**src/rtl/mesi_pkg.sv**
```systemverilog
package mesi_pkg;
    typedef enum logic [1:0] {
        ST_I = 2'd0,
        ST_S = 2'd1,
        ST_E = 2'd2,
        ST_M = 2'd3
    } mesi_e;

    typedef enum logic [1:0] {
        PH_IDLE  = 2'd0,
        PH_ISSUE = 2'd1,
        PH_WAIT  = 2'd2
    } miss_ph_e;

    typedef struct packed {
        mesi_e st;
        logic  lock;
    } slot_t;
endpackage

```
**src/rtl/coh_line_slot.sv**
```systemverilog
module coh_line_slot
    import mesi_pkg::*;
(
    input  logic  clk,
    input  logic  rst_n,
    input  logic  fill_en,
    input  mesi_e fill_st,
    input  logic  commit_en,
    input  logic  lock_en,
    input  logic  unlock_en,
    input  logic  snp_hit,
    input  logic  snp_inv,
    output mesi_e st_o,
    output logic  snp_ack_o,
    output logic  snp_wb_o
);
    slot_t slot_d, slot_q;

    // Order inside one cycle: fill, local commit, lock changes, then snoop.
    always_comb begin
        slot_d    = slot_q;
        snp_ack_o = 1'b0;
        snp_wb_o  = 1'b0;
        if (fill_en)   slot_d.st   = fill_st;
        if (commit_en) slot_d.st   = ST_M;
        if (lock_en)   slot_d.lock = 1'b1;
        if (unlock_en) slot_d.lock = 1'b0;
        if (snp_hit && !slot_d.lock) begin
            snp_ack_o = 1'b1;
            snp_wb_o  = (slot_d.st == ST_M);
            if (snp_inv)                slot_d.st = ST_I;
            else if (slot_d.st != ST_I) slot_d.st = ST_S;
        end
    end

    always_ff @(posedge clk or negedge rst_n) begin
        if (!rst_n) slot_q <= '{st: ST_I, lock: 1'b0};
        else        slot_q <= slot_d;
    end

    assign st_o = slot_q.st;

    assert_lock_owns_R9: assert property (@(posedge clk) disable iff (!rst_n)
        slot_q.lock |-> slot_q.st == ST_M);

    assert_locked_holds_R9: assert property (@(posedge clk) disable iff (!rst_n)
        slot_q.lock && snp_hit && !unlock_en |=> slot_q.lock && $stable(slot_q.st));

    assert_inv_clears_R7: assert property (@(posedge clk) disable iff (!rst_n)
        snp_hit && snp_inv && snp_ack_o |=> slot_q.st == ST_I);
endmodule

```
**src/rtl/coh_miss_seq.sv**
```systemverilog
module coh_miss_seq
    import mesi_pkg::*;
#(
    parameter int IDX_W = 2
) (
    input  logic             clk,
    input  logic             rst_n,
    input  logic             start,
    input  logic             start_rfo,
    input  logic [IDX_W-1:0] start_line,
    input  logic             rsp_valid,
    input  logic             rsp_ok,
    input  logic             rsp_shared,
    output logic             busy,
    output logic             bus_req_valid,
    output logic             bus_req_rfo,
    output logic [IDX_W-1:0] bus_req_line,
    output logic             fill_en,
    output logic [IDX_W-1:0] fill_line,
    output mesi_e            fill_st
);
    typedef struct packed {
        miss_ph_e         ph;
        logic             rfo;
        logic [IDX_W-1:0] line;
    } seq_t;

    seq_t seq_d, seq_q;

    always_comb begin
        seq_d   = seq_q;
        fill_en = 1'b0;
        case (seq_q.ph)
            PH_IDLE: if (start) begin
                seq_d.ph   = PH_ISSUE;
                seq_d.rfo  = start_rfo;
                seq_d.line = start_line;
            end
            PH_ISSUE: seq_d.ph = PH_WAIT;
            PH_WAIT: if (rsp_valid) begin
                if (rsp_ok) begin
                    fill_en  = 1'b1;
                    seq_d.ph = PH_IDLE;
                end else begin
                    seq_d.ph = PH_ISSUE;
                end
            end
            default: seq_d.ph = PH_IDLE;
        endcase
    end

    always_ff @(posedge clk or negedge rst_n) begin
        if (!rst_n) seq_q <= '{ph: PH_IDLE, rfo: 1'b0, line: '0};
        else        seq_q <= seq_d;
    end

    assign busy          = (seq_q.ph != PH_IDLE);
    assign bus_req_valid = (seq_q.ph == PH_ISSUE);
    assign bus_req_rfo   = seq_q.rfo;
    assign bus_req_line  = seq_q.line;
    assign fill_line     = seq_q.line;
    assign fill_st       = seq_q.rfo ? ST_E : (rsp_shared ? ST_S : ST_E);

    assert_req_pulse_R6: assert property (@(posedge clk) disable iff (!rst_n)
        bus_req_valid |=> !bus_req_valid);

    assert_start_when_idle_R6: assert property (@(posedge clk) disable iff (!rst_n)
        start |-> !busy);

    assert_cancel_retries_R5: assert property (@(posedge clk) disable iff (!rst_n)
        seq_q.ph == PH_WAIT && rsp_valid && !rsp_ok
        |=> bus_req_valid && bus_req_line == $past(seq_q.line) && !fill_en);
endmodule

```
**src/rtl/coh_line_ctrl.sv**
```systemverilog
module coh_line_ctrl
    import mesi_pkg::*;
#(
    parameter int NUM_LINES = 4,
    localparam int IDX_W = (NUM_LINES > 1) ? $clog2(NUM_LINES) : 1
) (
    input  logic             clk,
    input  logic             rst_n,
    input  logic             req_valid,
    input  logic             req_store,
    input  logic             req_lock,
    input  logic [IDX_W-1:0] req_line,
    output logic             req_ready,
    input  logic             unlock_valid,
    input  logic [IDX_W-1:0] unlock_line,
    output logic             bus_req_valid,
    output logic             bus_req_rfo,
    output logic [IDX_W-1:0] bus_req_line,
    input  logic             rsp_valid,
    input  logic             rsp_ok,
    input  logic             rsp_shared,
    input  logic             snp_valid,
    input  logic             snp_inv,
    input  logic [IDX_W-1:0] snp_line,
    output logic             snp_ack,
    output logic             snp_wb
);
    mesi_e                st_arr [NUM_LINES];
    logic [NUM_LINES-1:0] commit_v, lock_v, unlock_v, snp_v, fill_v, ack_v, wb_v;
    logic                 need_own, hit, busy, miss_start, fill_en;
    logic [IDX_W-1:0]     fill_line;
    mesi_e                fill_st, cur_st;

    always_comb begin
        need_own   = req_store | req_lock;
        cur_st     = st_arr[req_line];
        hit        = need_own ? (cur_st == ST_E || cur_st == ST_M) : (cur_st != ST_I);
        req_ready  = req_valid && hit;
        miss_start = req_valid && !hit && !busy;
        for (int i = 0; i < NUM_LINES; i++) begin
            commit_v[i] = req_ready && need_own && (req_line == IDX_W'(i));
            lock_v[i]   = commit_v[i] && req_lock;
            unlock_v[i] = unlock_valid && (unlock_line == IDX_W'(i));
            snp_v[i]    = snp_valid && (snp_line == IDX_W'(i));
            fill_v[i]   = fill_en && (fill_line == IDX_W'(i));
        end
        snp_ack = |ack_v;
        snp_wb  = |wb_v;
    end

    coh_miss_seq #(.IDX_W(IDX_W)) u_seq (
        .clk          (clk),
        .rst_n        (rst_n),
        .start        (miss_start),
        .start_rfo    (need_own),
        .start_line   (req_line),
        .rsp_valid    (rsp_valid),
        .rsp_ok       (rsp_ok),
        .rsp_shared   (rsp_shared),
        .busy         (busy),
        .bus_req_valid(bus_req_valid),
        .bus_req_rfo  (bus_req_rfo),
        .bus_req_line (bus_req_line),
        .fill_en      (fill_en),
        .fill_line    (fill_line),
        .fill_st      (fill_st)
    );

    for (genvar g = 0; g < NUM_LINES; g++) begin : g_slot
        coh_line_slot u_slot (
            .clk      (clk),
            .rst_n    (rst_n),
            .fill_en  (fill_v[g]),
            .fill_st  (fill_st),
            .commit_en(commit_v[g]),
            .lock_en  (lock_v[g]),
            .unlock_en(unlock_v[g]),
            .snp_hit  (snp_v[g]),
            .snp_inv  (snp_inv),
            .st_o     (st_arr[g]),
            .snp_ack_o(ack_v[g]),
            .snp_wb_o (wb_v[g])
        );
    end

    assert_store_dirty_R3: assert property (@(posedge clk) disable iff (!rst_n)
        req_ready && need_own && !(snp_valid && snp_line == req_line)
        |=> st_arr[$past(req_line)] == ST_M);

    assert_stall_no_commit_R4: assert property (@(posedge clk) disable iff (!rst_n)
        busy && req_valid && need_own && bus_req_line == req_line |-> !bus_req_valid || !req_ready);

    assert_single_hit_R7: assert property (@(posedge clk) disable iff (!rst_n)
        $onehot0(ack_v));
endmodule

```
**config.mk**
```make
export PLATFORM = sky130hd
export DESIGN_NAME = coh_line_ctrl
export DESIGN_NICKNAME = d
export VERILOG_FILES = /design/src/rtl/mesi_pkg.sv /design/src/rtl/coh_line_slot.sv /design/src/rtl/coh_miss_seq.sv /design/src/rtl/coh_line_ctrl.sv
export SDC_FILE = /design/constraint.sdc
export NUM_CORES = 1
export LEC_CHECK = 0
export ABC_AREA = 0
export CORE_UTILIZATION = 57
export DETAILED_ROUTE_END_ITERATION = 8
export DONT_BUFFER_PORTS = 1
export GPL_ROUTABILITY_DRIVEN = 0
export PLACE_DENSITY = 0.72
export SLEW_MARGIN = 20
export SYNTH_ARGS = -nofsm -noshare
export SYNTH_HDL_FRONTEND = slang
export SYNTH_SLANG_ARGS = --single-unit
```
**constraint.sdc**
```tcl
create_clock -name clk -period 4 [get_ports clk]
set_input_delay 0.2 -clock clk [delete_from_list [all_inputs] [get_ports clk]]
set_output_delay 0.2 -clock clk [all_outputs]
set_load 0.05 [all_outputs]
```
==> results.sh <==
export IMPL_synth_nets=139
export IMPL_grt_usage=0.268
export IMPL_cp_num_buf_inv=0
export IMPL_fin_worst_skew_ns=0.00195
export IMPL_clock_latency_ns=0.30
export IMPL_drt_wirelength_per_cell_um=17.2
export IMPL_overflow=0
export IMPL_pin_count=24
export IMPL_cts_tree="built"
export IMPL_nNetsFinal=142
export IMPL_cp_end_kind="primary output"
export IMPL_core_area_sq_mm=0.00178
export IMPL_finalCritPeriodShare=0.661
export IMPL_area_growth_pct=4.14
export IMPL_viasPerCell=6.69
export IMPL_dpl_hpwl_um=1940
export IMPL_numCtsBuffers=3
export IMPL_cts_root_buffer="clkbuf_4"
export IMPL_vias=997
export IMPL_drive_gt1_frac=0.153
export IMPL_drtAntennaViolNets=0
export IMPL_first_pass_iters=5
export IMPL_grt_pass1_vias=867
export IMPL_path_cells="and4b_1 > nor3b_1 > o21bai_1 > a22o_2 > a211o_1"
export IMPL_worstMarginPinSlew_ns=0.987
export IMPL_fin_ws_ns=1.36
export IMPL_die_x_um=46.3
export IMPL_wirelength_um=2570
export IMPL_synth_edf_count=0
export IMPL_critPathMaxStageDelay_ns=0.54
export IMPL_worstSetupStartpointType="flip-flop"
export IMPL_start_util=0.627
export IMPL_clockBufferDepth=2
export IMPL_status="finished clean"
export IMPL_syn_inst=122
export IMPL_arrival_ns=2.44
export IMPL_rsz0062_at_grt="false"
export IMPL_die_area_sq_mm=0.00214
export IMPL_rows=15
export IMPL_cts_htree_levels=1
export IMPL_pwr_density_cell_mw_per_mm2=572
export IMPL_ir_drop_v=0.000310
export IMPL_io_buffers=0
export IMPL_hold_violations=0
export IMPL_grt_pass1_wl_um=3880
export IMPL_grt_max_degree=18
export IMPL_crit_family="simple AND/OR/NAND/NOR gates"
export IMPL_syn_area_per_cell_sq_um=9.17
export IMPL_clock_sinks=17
export IMPL_worstPathRequired_ns=3.80
export IMPL_mostFrequentLayoutCell="dfrtp_1"
export IMPL_die_y_um=46.3
export IMPL_dp_slack_ns=1.70
export IMPL_cts_resized=0
export IMPL_synth_seq_cells=17
export IMPL_hold_slack_ns=0.0465
export IMPL_stdcell_area_sq_mm=0.00116
export IMPL_leakage_nw=0.526
export IMPL_netlist_area_sq_mm=0.00112
export IMPL_ys_types=47
export IMPL_seq_area_frac_synth=0.380
export IMPL_maxCapViolations=0
export IMPL_diodes=0
export IMPL_final_cell_mix="dfrtp_1, nand2_1, nor2_1"
export IMPL_drt_iter0_markers=36
export IMPL_synth_flop_cell="dfrtp_1"
export IMPL_post_route_util=0.653
export IMPL_hold_class="in2reg"
export IMPL_cpMaxStageDelayCell="nor3b_1"
export IMPL_path_class="reg2out"
export IMPL_max_slew_margin=0.341
export IMPL_fin_crit_ns=2.64
export IMPL_post_cts_setup_buffer_count=0
export IMPL_yosys_warnings=0
export IMPL_drc=0
export IMPL_dpl_cell_area_sq_mm=0.00112
export IMPL_setup_tns_ns=0
export IMPL_clk_pin_slew_worst_paths_ns=0.10
export IMPL_synth_async_reset_ratio=1.00
export IMPL_cp_max_fo=5
export IMPL_setup_viol=0
export IMPL_cts_hold_buffers=2
export IMPL_fmax_mhz=378
export IMPL_drv_slew=0
export IMPL_antenna_found_initial=0
==> final timing paths <==
path / from / to / slack [ns] / depth (start not counted)
hold reg to reg: g_slot[0].u_slot.slot_q[0] / g_slot[0].u_slot.slot_q[0] / 0.57 / 2
max in group asynchronous: rst_n / g_slot[0].u_slot.slot_q[0] / 3.10 / 1
setup reg to reg: u_seq.seq_q[3] / g_slot[0].u_slot.st_o[0] / 1.87 / 5
hold / removal: req_line[0] / u_seq.bus_req_line[0] / 0.05 / 1
setup / recovery: u_seq.seq_q[3] / snp_wb / 1.36 / 5
min in group asynchronous: rst_n / u_seq.bus_req_line[1] / 0.41 / 1
==> power breakdown <==
part	leakage, nW	internal, mW	switching [mW]
Clock	0.0150	0.0389	0.0557
Combinational	0.290	0.102	0.120
Sequential	0.221	0.226	0.123
Total	0.526	0.367	0.298
==> cell usage after synthesis (2+ instances only) <==
cell	n	area share
nand3_1	5	0.022
and4b_1	2	0.018
a2111oi_0	2	0.016
a31oi_1	2	0.011
a21oi_1	8	0.036
nand3b_1	3	0.020
o21ai_0	3	0.013
inv_1	5	0.017
nand2_1	12	0.040
a31o_2	3	0.023
nor2_1	10	0.034
a21o_1	2	0.013
dfrtp_1	17	0.38
nor3_1	5	0.022
nor2b_1	3	0.017
buf_4	2	0.013
nand2b_1	2	0.011
nor3b_1	3	0.020
mux2_2	3	0.030
or2_2	2	0.011
a211oi_1	2	0.013
==> flip-flops by register name, indices dropped and copies added, names as in the netlist <==
signal,count
g_slot.u_slot.slot_q,4
g_slot.u_slot.st_o,8
u_seq.seq_q,2
u_seq.bus_req_rfo,1
u_seq.bus_req_line,2
==> cell families after synthesis <==
group	Yosys count	share of synthesized area
mux	5	0.0626
simple gates	58	0.294
buf+inv	9	0.0447
compound gates	33	0.218
flops	17	0.380
==> area by class of cell <==
type	instances	area, sq um
Multi-Input combinational cell	96	643
Timing Repair Buffer	2	20.0
Fill cell	154	618
Inverter	5	18.8
Tap cell	25	31.3
Sequential cell	17	425
Clock buffer	4	26.3
==> through the flow <==
| step | cells | power [mW] |
|---|---|---|
| 3_5_place_dp | 143 | 0.565 |
| 6_report | 149 | 0.666 |
| 4_1_cts | 149 | 0.667 |
| 3_3_place_gp | 143 | 0.558 |
| 2_1_floorplan | 122 | 0.539 |
| 5_1_grt | 149 | 0.705 |
==> worst register-to-register path: stages (launching register included) <==
cell and delay (ns):
dfrtp_1 0.41, and4b_1 0.34, nor3b_1 0.54, and2b_1 0.25, a2111oi_0 0.36, a211oi_1 0.08
==> per-layer routing <==
| layer | part of all wire | vias to the layer above | GRT usage |
|---|---|---|---|
| met2 | 0.48 | 44 | 0.433 |
| met4 | 0.020 | 0 | 0.135 |
| met5 | 0 | - | 0 |
| met3 | 0.053 | 7 | 0.0314 |
| met1 | 0.45 | 485 | 0.349 |
| li1 | - | 461 | - |
(Power assumes the default switching activity.)
